===== src/rtl/bas_pkg.sv =====
package bas_pkg;

    typedef enum logic [1:0] {
        MODE_LINEAR = 2'b00,
        MODE_WRAP8  = 2'b01,
        MODE_WRAP16 = 2'b10,
        MODE_WRAP32 = 2'b11
    } burst_mode_e;

    // log2 of the wrap window for the smallest wrap mode; later modes double it
    localparam int WIN_LOG_MIN = 3;
    localparam int WIN_COUNT   = 3;

endpackage


===== src/rtl/bas_cfg_reg.sv =====
module bas_cfg_reg
    import bas_pkg::*;
(
    input  logic        clk,
    input  logic        rst_n,
    input  logic        we,
    input  logic [1:0]  wdata,
    output burst_mode_e mode
);

    burst_mode_e mode_d, mode_q;

    always_comb begin
        mode_d = mode_q;
        if (we) begin
            mode_d = burst_mode_e'(wdata);
        end
    end

    always_ff @(posedge clk or negedge rst_n) begin
        if (!rst_n) begin
            mode_q <= MODE_LINEAR;
        end else begin
            mode_q <= mode_d;
        end
    end

    assign mode = mode_q;


    reset_mode_chk: assert property (@(posedge clk) disable iff (!rst_n)
        $rose(rst_n) |-> (mode_q == MODE_LINEAR));


    cfg_write_chk: assert property (@(posedge clk) disable iff (!rst_n)
        we |=> (mode_q == burst_mode_e'($past(wdata))));

endmodule


===== src/rtl/bas_addr_step.sv =====
module bas_addr_step
    import bas_pkg::*;
#(
    parameter int AW = 23
) (
    input  logic [AW-1:0] addr_i,
    input  burst_mode_e   mode_i,
    output logic [AW-1:0] next_o
);

    logic [AW-1:0] lin_next;
    logic [AW-1:0] wrap_next [WIN_COUNT];

    assign lin_next = addr_i + AW'(1);

    for (genvar gi = 0; gi < WIN_COUNT; gi++) begin : g_win
        localparam int LOG = WIN_LOG_MIN + gi;
        logic [LOG-1:0] low_inc;
        assign low_inc       = addr_i[LOG-1:0] + LOG'(1);
        assign wrap_next[gi] = {addr_i[AW-1:LOG], low_inc};
    end

    always_comb begin
        unique case (mode_i)
            MODE_WRAP8:  next_o = wrap_next[0];
            MODE_WRAP16: next_o = wrap_next[1];
            MODE_WRAP32: next_o = wrap_next[2];
            default:     next_o = lin_next;
        endcase
    end

endmodule


===== src/rtl/burst_addr_seq.sv =====
module burst_addr_seq
    import bas_pkg::*;
#(
    parameter int AW = 23
) (
    input  logic          clk,
    input  logic          rst_n,
    input  logic          cfg_we,
    input  logic [1:0]    cfg_mode,
    input  logic          start,
    input  logic [AW-1:0] start_addr,
    input  logic          advance,
    input  logic          stop,
    output logic [AW-1:0] addr,
    output logic          valid
);

    typedef struct packed {
        logic [AW-1:0] addr;
        logic          valid;
        burst_mode_e   mode;
    } seq_state_t;

    seq_state_t  st_d, st_q;
    burst_mode_e cfg_mode_q;
    logic [AW-1:0] step_next;

    bas_cfg_reg u_cfg (
        .clk   (clk),
        .rst_n (rst_n),
        .we    (cfg_we),
        .wdata (cfg_mode),
        .mode  (cfg_mode_q)
    );

    bas_addr_step #(.AW(AW)) u_step (
        .addr_i (st_q.addr),
        .mode_i (st_q.mode),
        .next_o (step_next)
    );

    always_comb begin
        st_d = st_q;
        if (start) begin
            st_d.addr  = start_addr;
            st_d.valid = 1'b1;
            st_d.mode  = cfg_mode_q;
        end else if (stop) begin
            st_d.valid = 1'b0;
        end else if (st_q.valid && advance) begin
            st_d.addr = step_next;
        end
    end

    always_ff @(posedge clk or negedge rst_n) begin
        if (!rst_n) begin
            st_q <= '{addr: '0, valid: 1'b0, mode: MODE_LINEAR};
        end else begin
            st_q <= st_d;
        end
    end

    assign addr  = st_q.addr;
    assign valid = st_q.valid;

    logic beat_q;
    assign beat_q = st_q.valid && advance && !start && !stop;


    start_load_chk: assert property (@(posedge clk) disable iff (!rst_n)
        start |=> (valid && addr == $past(start_addr)));


    stop_clear_chk: assert property (@(posedge clk) disable iff (!rst_n)
        (stop && !start) |=> (!valid && $stable(addr)));


    idle_hold_chk: assert property (@(posedge clk) disable iff (!rst_n)
        (!valid && !start) |=> (!valid && $stable(addr)));


    stall_hold_chk: assert property (@(posedge clk) disable iff (!rst_n)
        (valid && !advance && !start && !stop) |=> $stable(addr));


    linear_step_chk: assert property (@(posedge clk) disable iff (!rst_n)
        (beat_q && st_q.mode == MODE_LINEAR) |=> (addr == $past(addr) + AW'(1)));

    for (genvar gw = 0; gw < WIN_COUNT; gw++) begin : g_win_chk
        localparam int LOG = WIN_LOG_MIN + gw;
        localparam burst_mode_e WMODE = burst_mode_e'(gw + 1);

        window_upper_chk: assert property (@(posedge clk) disable iff (!rst_n)
            (beat_q && st_q.mode == WMODE) |=> (addr[AW-1:LOG] == $past(addr[AW-1:LOG])));
    end

endmodule


===== config.mk =====
export PLATFORM = sky130hd
export DESIGN_NAME = burst_addr_seq
export DESIGN_NICKNAME = d
export VERILOG_FILES = /design/src/rtl/bas_pkg.sv /design/src/rtl/bas_cfg_reg.sv /design/src/rtl/bas_addr_step.sv /design/src/rtl/burst_addr_seq.sv
export SDC_FILE = /design/constraint.sdc
export NUM_CORES = 1
export LEC_CHECK = 0
export BUFFER_PORTS_ARGS = -buffer_cell sky130_fd_sc_hd__buf_2
export CORE_AREA = 2 2 80 82
export CTS_BUF_LIST = sky130_fd_sc_hd__clkbuf_2
export DETAILED_ROUTE_END_ITERATION = 7
export DIE_AREA = 0 0 82 84
export GPL_ROUTABILITY_DRIVEN = 0
export PLACE_DENSITY = 0.54
export SLEW_MARGIN = 30
export SYNTH_ARGS = -nofsm -noshare
export SYNTH_HDL_FRONTEND = slang
export SYNTH_HIERARCHICAL = 1
export SYNTH_SLANG_ARGS = --single-unit

===== constraint.sdc =====
create_clock -name clk -period 4.5 [get_ports clk]
set_clock_uncertainty 0.05 [all_clocks]
set_input_delay 0.675 -clock clk [delete_from_list [all_inputs] [get_ports clk]]
set_output_delay 0.675 -clock clk [all_outputs]
set_load 0.02 [all_outputs]

Word-level counts from Yosys, hierarchy flattened
Index checks and enable logic that the tools add are counted.
Widths: inputs -> output; s select.
{"block": "totals", "in_bits": 31, "word_cells": 30, "output_inout_bits": 24, "regBits": 28}
{"block": "classes", "mux": 5, "n_eq_ne": 7, "n_reduce_logical": 7, "add_sub_neg": 4}
{"cell": "$pmux 23 s3", "count": 1}
{"cell": "$mux 23", "count": 2}
{"cell": "$mux 24", "count": 1}
{"cell": "$add 23x1->23 const B", "count": 1}
{"cell": "$ne 2x2->1 const B", "count": 4}
{"cell": "$add 5x1->5 const B", "count": 1}
{"cell": "$reduce_and 5->1", "count": 1}
{"cell": "$add 4x1->4 const B", "count": 1}
{"cell": "$eq 2x2->1 const B", "count": 2}
{"cell": "$reduce_and 4->1", "count": 1}
{"cell": "$reduce_bool 2->1", "count": 2}
{"cell": "$add 3x1->3 const B", "count": 1}
{"cell": "$reduce_and 3->1", "count": 1}
{"cell": "$eq 2x1->1 const B", "count": 1}
{"cell": "$reduce_and 2->1", "count": 1}
{"cell": "$logic_and 1x1->1", "count": 1}
{"cell": "$mux 1", "count": 1}

Longest topological paths before layout
Gate-level depths: netlist (run 1).
{"block": "logic_depth", "ltp_word": 5, "ltp_mapped": 7, "depth_no_buf": 7}

Hierarchy
The synthesis (run 1) kept the hierarchy.
{"module": "burst_addr_seq", "n_inst": 1, "area_per_inst_um2": 1529.0, "cells_per_inst": 105}
{"module": "bas_addr_step", "n_inst": 1, "area_per_inst_um2": 445.4, "cells_per_inst": 62}
{"module": "bas_cfg_reg", "n_inst": 1, "area_per_inst_um2": 72.6, "cells_per_inst": 4}

Worst setup path before layout (run 1)
OpenSTA, ideal clock, no wires.
{"block": "synth_path", "kind": "register to register", "from": "register st_q[0] (netlist name)", "to": "register st_q (netlist bit addr[11])", "slack_ns": 2.277, "stages_incl_launch_ff": 7, "n_path_buf": 0, "arrival_time_ns": 2.048, "period_less_slack_ns": 2.223, "setup_ns": 0.125, "path_cell_list": "dfrtp_1 > or3b_4 > nor3_4 > or3b_1 > xnor2_1 > mux2_4 > mux2_2"}
{"block": "synth_between", "elab_chain_len": 3, "word_cells_on_any_way": 7}
{"item": "start, declared", "line_no": "burst_addr_seq.sv:24", "rtl": "seq_state_t st_d, st_q;"}
{"item": "start signal, assigned", "line_no": "burst_addr_seq.sv:57", "rtl": "st_q <= '{addr: '0, valid: 1'b0, mode: MODE_LINEAR};"}
{"item": "start signal, assigned", "line_no": "burst_addr_seq.sv:59", "rtl": "st_q <= st_d;"}
{"item": "$eq 2x2->1 or $eq 2x1->1 (tied branches)", "line_no": "bas_addr_step.sv:24", "rtl": "unique case (mode_i)"}
{"item": "$ne 2x2->1 (no source line)"}
{"item": "$reduce_and 5->1 (no source line) *"}
Mark *: on every way between the ends. The rest lies on a longest branch, timed or not.
A chain may end at the register's enable or synchronous reset.

Final worst setup path (run 1)
{"block": "layout_path", "from": "register st_q[0] (netlist name)", "to": "register st_q (netlist bit addr[22])"}
Same word-level chain as after synthesis.

==> results of run 1 <==
flip-flops by register name (all words and copies together), names as in the netlist:
signal and cells:
u_cfg/mode 2, addr 23, st_q 2, valid 1
layout by cell type (no fill, tap or decap):
cell       Yosys  layout
a21o_1         1       1
a21oi_1        1       1
a31oi_4        1       1
and2b_1        1       1
and3_1         3       3
and4_1         2       2
buf_2          0      54
bufinv_16      0       1
clkbuf_2       0       3
dfrtp_1       28      28
ha_1           1       1
inv_1          4       4
mux2_1         1       1
mux2_2        32      32
mux2_4        17      17
nand2_1        6       6
nand2b_1       1       1
nand3_1        7       7
nand4_1        7       7
nor2_1         4       4
nor3_4         1       1
nor4_4         1       1
or3b_1         1       1
or3b_4         1       1
xnor2_1       19      19
xor2_1         3       3
worst max-delay path by stage:
stage / start / end / slack (ns) / depth (start not counted)
3_3_place_gp: start / addr[9]$_DFFE_PN0P_ / 2.06 / 3
3_5_place_dp: start / addr[9]$_DFFE_PN0P_ / 2.04 / 3
6_report: st_q[0]$_DFFE_PN0P_ / addr[22]$_DFFE_PN0P_ / 2.13 / 6
5_1_grt: addr[4]$_DFFE_PN0P_ / addr[22]$_DFFE_PN0P_ / 1.99 / 6
2_1_floorplan: st_q[0]$_DFFE_PN0P_ / addr[11]$_DFFE_PN0P_ / 2.28 / 6
4_1_cts: addr[4]$_DFFE_PN0P_ / addr[20]$_DFFE_PN0P_ / 2.12 / 6
metal layers:
layer | up-vias | routed length (um)
met1 | 613 | 1760
met5 | - | 0
met3 | 2 | 218
li1 | 634 | -
met4 | 0 | 27
met2 | 37 | 1781
cell type report:
cell class	count	area share
inverters	4	0.006772
flip-flops and latches	28	0.3160
clock buffers	3	0.006772
multi-input cells	111	0.4915
clock inverters	1	0.01354
repair buffers	54	0.1219
well taps	77	0.04345
cells by family (layout without fill, tap and decap cells):
family	count (synthesis)	after routing
muxes	50	50
and+or+nand+nor	35	35
buffers and inverters	32	62
DFF	28	28
xor gates and xnor gates	22	22
AOI/OAI and AO/OA	3	3
adders and majority gates	1	1
through the flow:
stage	setup slack (ns)	instances	hold slack [ns]	util
global route	1.990	278	0.1975	0.3637
detailed placement	2.044	274	0.4533	0.3563
global placement	2.058	274	0.4471	0.3563
finish	2.129	278	0.2189	0.3637
CTS	2.116	278	0.2238	0.3637
floorplan	2.277	171	0.3294	-
power by group through the flow:
stage / sequential (W) / clock (W) / combinational [W]
floorplan: 0.000372 / 0 / 0.000349
global placement: 0.000391 / 0 / 0.000359
detailed placement: 0.000392 / 0 / 0.000362
CTS: 0.000388 / 0.000163 / 0.000363
global route: 0.000399 / 0.000175 / 0.000386
finish: 0.000385 / 0.000155 / 0.000357
==> flow_summary.toml, run 1 <==
[run_status]
outcome = "completed"

[global_routing]
grt_overflow_total = 0
grt_use_met1 = 0.1559
grt_antenna_before_repair = 0
gr-usage-met3 = 0.01732
grt_pass1_wl_mm = 6.099
grt_max_degree = 29
use_met2 = 0.1759
grt_pass1_vias = 1259
top_usage_layer = "met2"
grt_use_total = 0.1132

[placed_design]
place_area_um2 = 2172
hpwl_mm = 2.822
io_buffer_count = 54

[flow_run]
drv_cap = 0

[pwr]
leakage_nw = 1.007
power_frac_clock = 0.173
cellInternalPower_w = 0.0005703
p_sw_frac = 0.3645
power_density_nw_per_um2 = 404.8
switchingPower_w = 0.0003271
p_total_w = 0.0008975
p_seq_frac = 0.429
combinationalPowerShare = 0.398
peakVddDrop_mv = 0.1331

[sta]
rsz0062_at_grt = "false"
final-hold-violation-count = 0
worstMarginPinSlew_ns = 0.8205
fin_tns_setup_ns = 0
finalCritPeriodShare = 0.5268
fmax_mhz = 421.8
maxSlewViolCount = 0
setup-violations-final = 0
relSlewSlack = 0.4530
min_period_ns = 2.371

[clock_tree]
post_cts_buffers = 0
cts-root-buf = "clkbuf_2"
ctsResizeCount = 0
hold_buffers = 0
clk_pin_slew_ns = 0.28
cts_tree = "built"
clk_path_buf_depth = 2
clock_latency_ns = 0.37
cts_max_level = 1
cts_buffers = 3
cts_sinks = 28

[yosys]
ys_types = 27
synth.largest_area_cell = "dfrtp_1"
yosys.area_share.xor_xnor = 0.09413
synthMuxAreaShare = 0.3062
synthCells = 171
syn_nets = 203
synth_top_family_by_area = "multiplexers"
synth_compound_area_frac = 0.01650
synthTopCellsByCount = "32 x mux2_2, 28 x dfrtp_1, 23 x buf_4"
yosys_warnings = 6
synth-edff-count = 0
synth.area.top_cells = "dfrtp_1 34%, mux2_2 18%, mux2_4 12%"
syn_area_um2 = 2047
ys_seq_elements = 28
avgSynthCellArea_um2 = 11.97
ys.flop_type = "dfrtp_1"
ys_seq_area_frac = 0.3423
async_reset_ff_frac = 1.000
yosysMostFrequentCell = "mux2_2"
synth_fa_ha_area_frac = 0.006112
synth_top_cell_area_share = 0.3423
synth-simple-area-share = 0.1094

[detailed_routing]
wirelength_mm = 3.788
wire_per_inst_um = 13.63
vias_per_cell = 4.626
via_count = 1286
first_pass_iters = 4
drtAntennaViolNets = 0
drc_errors = 0
drt-initial-drc-count = 40

[cells_and_area]
fin_nets = 234
postLayoutCellArea_um2 = 2217
ff_latch_area_um2 = 700.7
fillers = 635
drive_gt1_frac = 0.5522
area_growth_pct = 8.313
multiInputGateArea_um2 = 1090
diodes = 0

[die]
pin_count = 55
initial_core_util = 0.3358
num_rows = 29
die_w_um = 82
die_height_um = 84
core_area_um2 = 6096
die-area_um2 = 6888

[min_path]
min_path_type = "in2async"

[setup_path]
path_delay_family = "simple AND/OR/NAND/NOR gates"
crit_slowest_cell = "dfrtp_1"
cp_num_buf_inv = 0
critPathMaxStageDelay_ns = 0.48
reg2reg_from = "st_q[0]$_DFFE_PN0P_"
crit_top_cell = "mux2_2"
crit_chain = "or3b_4, nor4_4, nand4_1, xnor2_1, mux2_2, mux2_2"
crit_path_max_fanout = 8
cp.arrival_ns = 2.63
r2r_slack_ns = 2.13
worstPathRequired_ns = 4.76
rr_worst_depth = 6
rr_endpoint = "addr[22]$_DFFE_PN0P_"
worstSetupPathType = "reg2reg"
startpoint_type = "flop"
end_kind = "flop"
(Power assumes the default switching activity.)
==> inputs of run 2 (changes only) <==
- PLACE_DENSITY: 0.54 -> 0.56
- clock period: 4.5 -> 1.95 ns (I/O delays scaled with it)
==> flow_summary.toml, run 2 (synthesis results as in run 1) <==
[sta]
maxSlewViolCount = 0
fmax_mhz = 461.9
setup-violations-final = 16
relSlewSlack = 0.5625
worstMarginPinSlew_ns = 0.6562
rsz0062_at_grt = "true"
min_period_ns = 2.165
final-hold-violation-count = 0
fin_ws_ns = -0.2152
finalCritPeriodShare = 1.110

[global_routing]
grt_use_total = 0.1315
grt_pass1_wl_mm = 7.100
grt_antenna_before_repair = 0
grt_max_degree = 29
grt_pass1_vias = 1515
grt_overflow_total = 0

[detailed_routing]
drt-initial-drc-count = 32
wirelength_met1_mm = 2.009
drtAntennaViolNets = 0
drc_errors = 0
met2_length_mm = 2.116
wirelength_mm = 4.273
via_count = 1454
vias_per_cell = 4.706
top_layer = "met4"
first_pass_iters = 3
wire_per_inst_um = 13.83
routed-wl-met3_um = 122

[die]
pin_count = 55
initial_core_util = 0.3358
core_area_um2 = 6096
die-area_um2 = 6888
die_w_um = 82
die_height_um = 84
num_rows = 29

[setup_path]
end_kind = "flop"
cp.arrival_ns = 2.41
r2r_slack_ns = -0.22
crit_path_max_fanout = 5
worstSetupPathType = "reg2reg"
rr_worst_depth = 6
worstPathRequired_ns = 2.20
startpoint_type = "flop"
reg2reg_from = "st_q[1]$_DFFE_PN0P_"
rr_endpoint = "addr[11]$_DFFE_PN0P_"

[cells_and_area]
largest_reg_flops = 23
fillers = 636
diodes = 0
layout_common_cells = "54 x buf_2, 28 x dfrtp_1, 27 x mux2_4, 27 x buf_4, 23 x mux2_2"
layout_commonest_cell = "buf_2"
stdcell_count = 309
drive_gt1_frac = 0.6724
area_growth_pct = 25.61
fin_nets = 266

[clock_tree]
cts_buffers = 3
clock_latency_ns = 0.36
clk_pin_slew_ns = 0.27
cts_sinks = 28
cts-root-buf = "clkbuf_2"
clk_path_buf_depth = 2
cts_tree = "built"
cts_max_level = 1

[min_path]
min_path_type = "in2reg"
hold_depth = 2
hold_end = "u_cfg/mode[0]$_DFFE_PN0P_"
min-delay-start = "cfg_mode[0]"

[run_status]
outcome = "finished, violations left"
violations = "negative setup slack"

[pwr]
power_density_nw_per_um2 = 854.3
peakVddDrop_mv = 0.3744
p_total_w = 0.002197
leakage_nw = 1.219

[placed_design]
dpl.cell_count = 301
io_buffer_count = 54
hpwl_mm = 3.166

[flow_run]
drv_cap = 0
run 2: repair_timing:
item,in CTS,in global routing
pin swaps,18,8
setup buffers,3,2
hold buffers,1,0
cloned,0,0
endpoints found under the hold margin,28,0
gates resized for setup,19,9
setup endpoints to repair,16,16
run 2: where the power goes:
part | switching (W) | total [W] | internal [W]
clock network | 0.000176 | 0.000217 | 0.0000417
logic | 0.000539 | 0.00117 | 0.000628
registers | 0.000101 | 0.000812 | 0.000711
total | 0.000816 | 0.00220 | 0.00138
run 2: worst max-delay path, cell delays in order (launching register included):
cell and delay (ns):
dfrtp_1 0.44, or3b_4 0.45, nor3_4 0.13, or3b_1 0.38, xnor2_1 0.13, mux2_4 0.26
mux2_2 0.26
run 2: worst max-delay path by stage:
stage | start | to
after detailed placement | st_q[1]$_DFFE_PN0P_ | addr[11]$_DFFE_PN0P_
final | st_q[1]$_DFFE_PN0P_ | addr[11]$_DFFE_PN0P_
after global placement | st_q[1]$_DFFE_PN0P_ | addr[11]$_DFFE_PN0P_
after CTS | st_q[0]$_DFFE_PN0P_ | addr[11]$_DFFE_PN0P_
after global routing | st_q[1]$_DFFE_PN0P_ | addr[17]$_DFFE_PN0P_
after floorplan | st_q[1]$_DFFE_PN0P_ | addr[11]$_DFFE_PN0P_
run 2: cell type report:
class                   instances  area (um^2)  share of cell area
clock buffers                   3        15.01            0.005839
inverters                       4        15.01            0.005839
multi-input cells             111         1199              0.4662
flip-flops and latches         28        700.7              0.2725
well taps                      77        96.34             0.03747
repair buffers                 86        545.5              0.2122
run 2: through the flow:
stage / utilization / hold WS (ns) / setup slack, ns / cell area, um^2 / setup TNS [ns]
floorplan: - / -0.05309 / -0.2059 / 2051 / -1.171
global placement: 0.3943 / 0.3189 / -0.1464 / 2404 / -1.226
detailed placement: 0.3943 / 0.3223 / -0.1840 / 2404 / -1.583
CTS: 0.4150 / 0.05548 / -0.2133 / 2530 / -2.126
global route: 0.4218 / 0.03399 / -0.3147 / 2571 / -3.527
finish: 0.4218 / 0.08013 / -0.2152 / 2571 / -2.140
run 2: routing by layer:
layer	up-vias	global-route usage
met5	-	0
met4	0	0.03182
met3	2	0.01732
met2	28	0.2225
met1	728	0.1749
li1	696	-
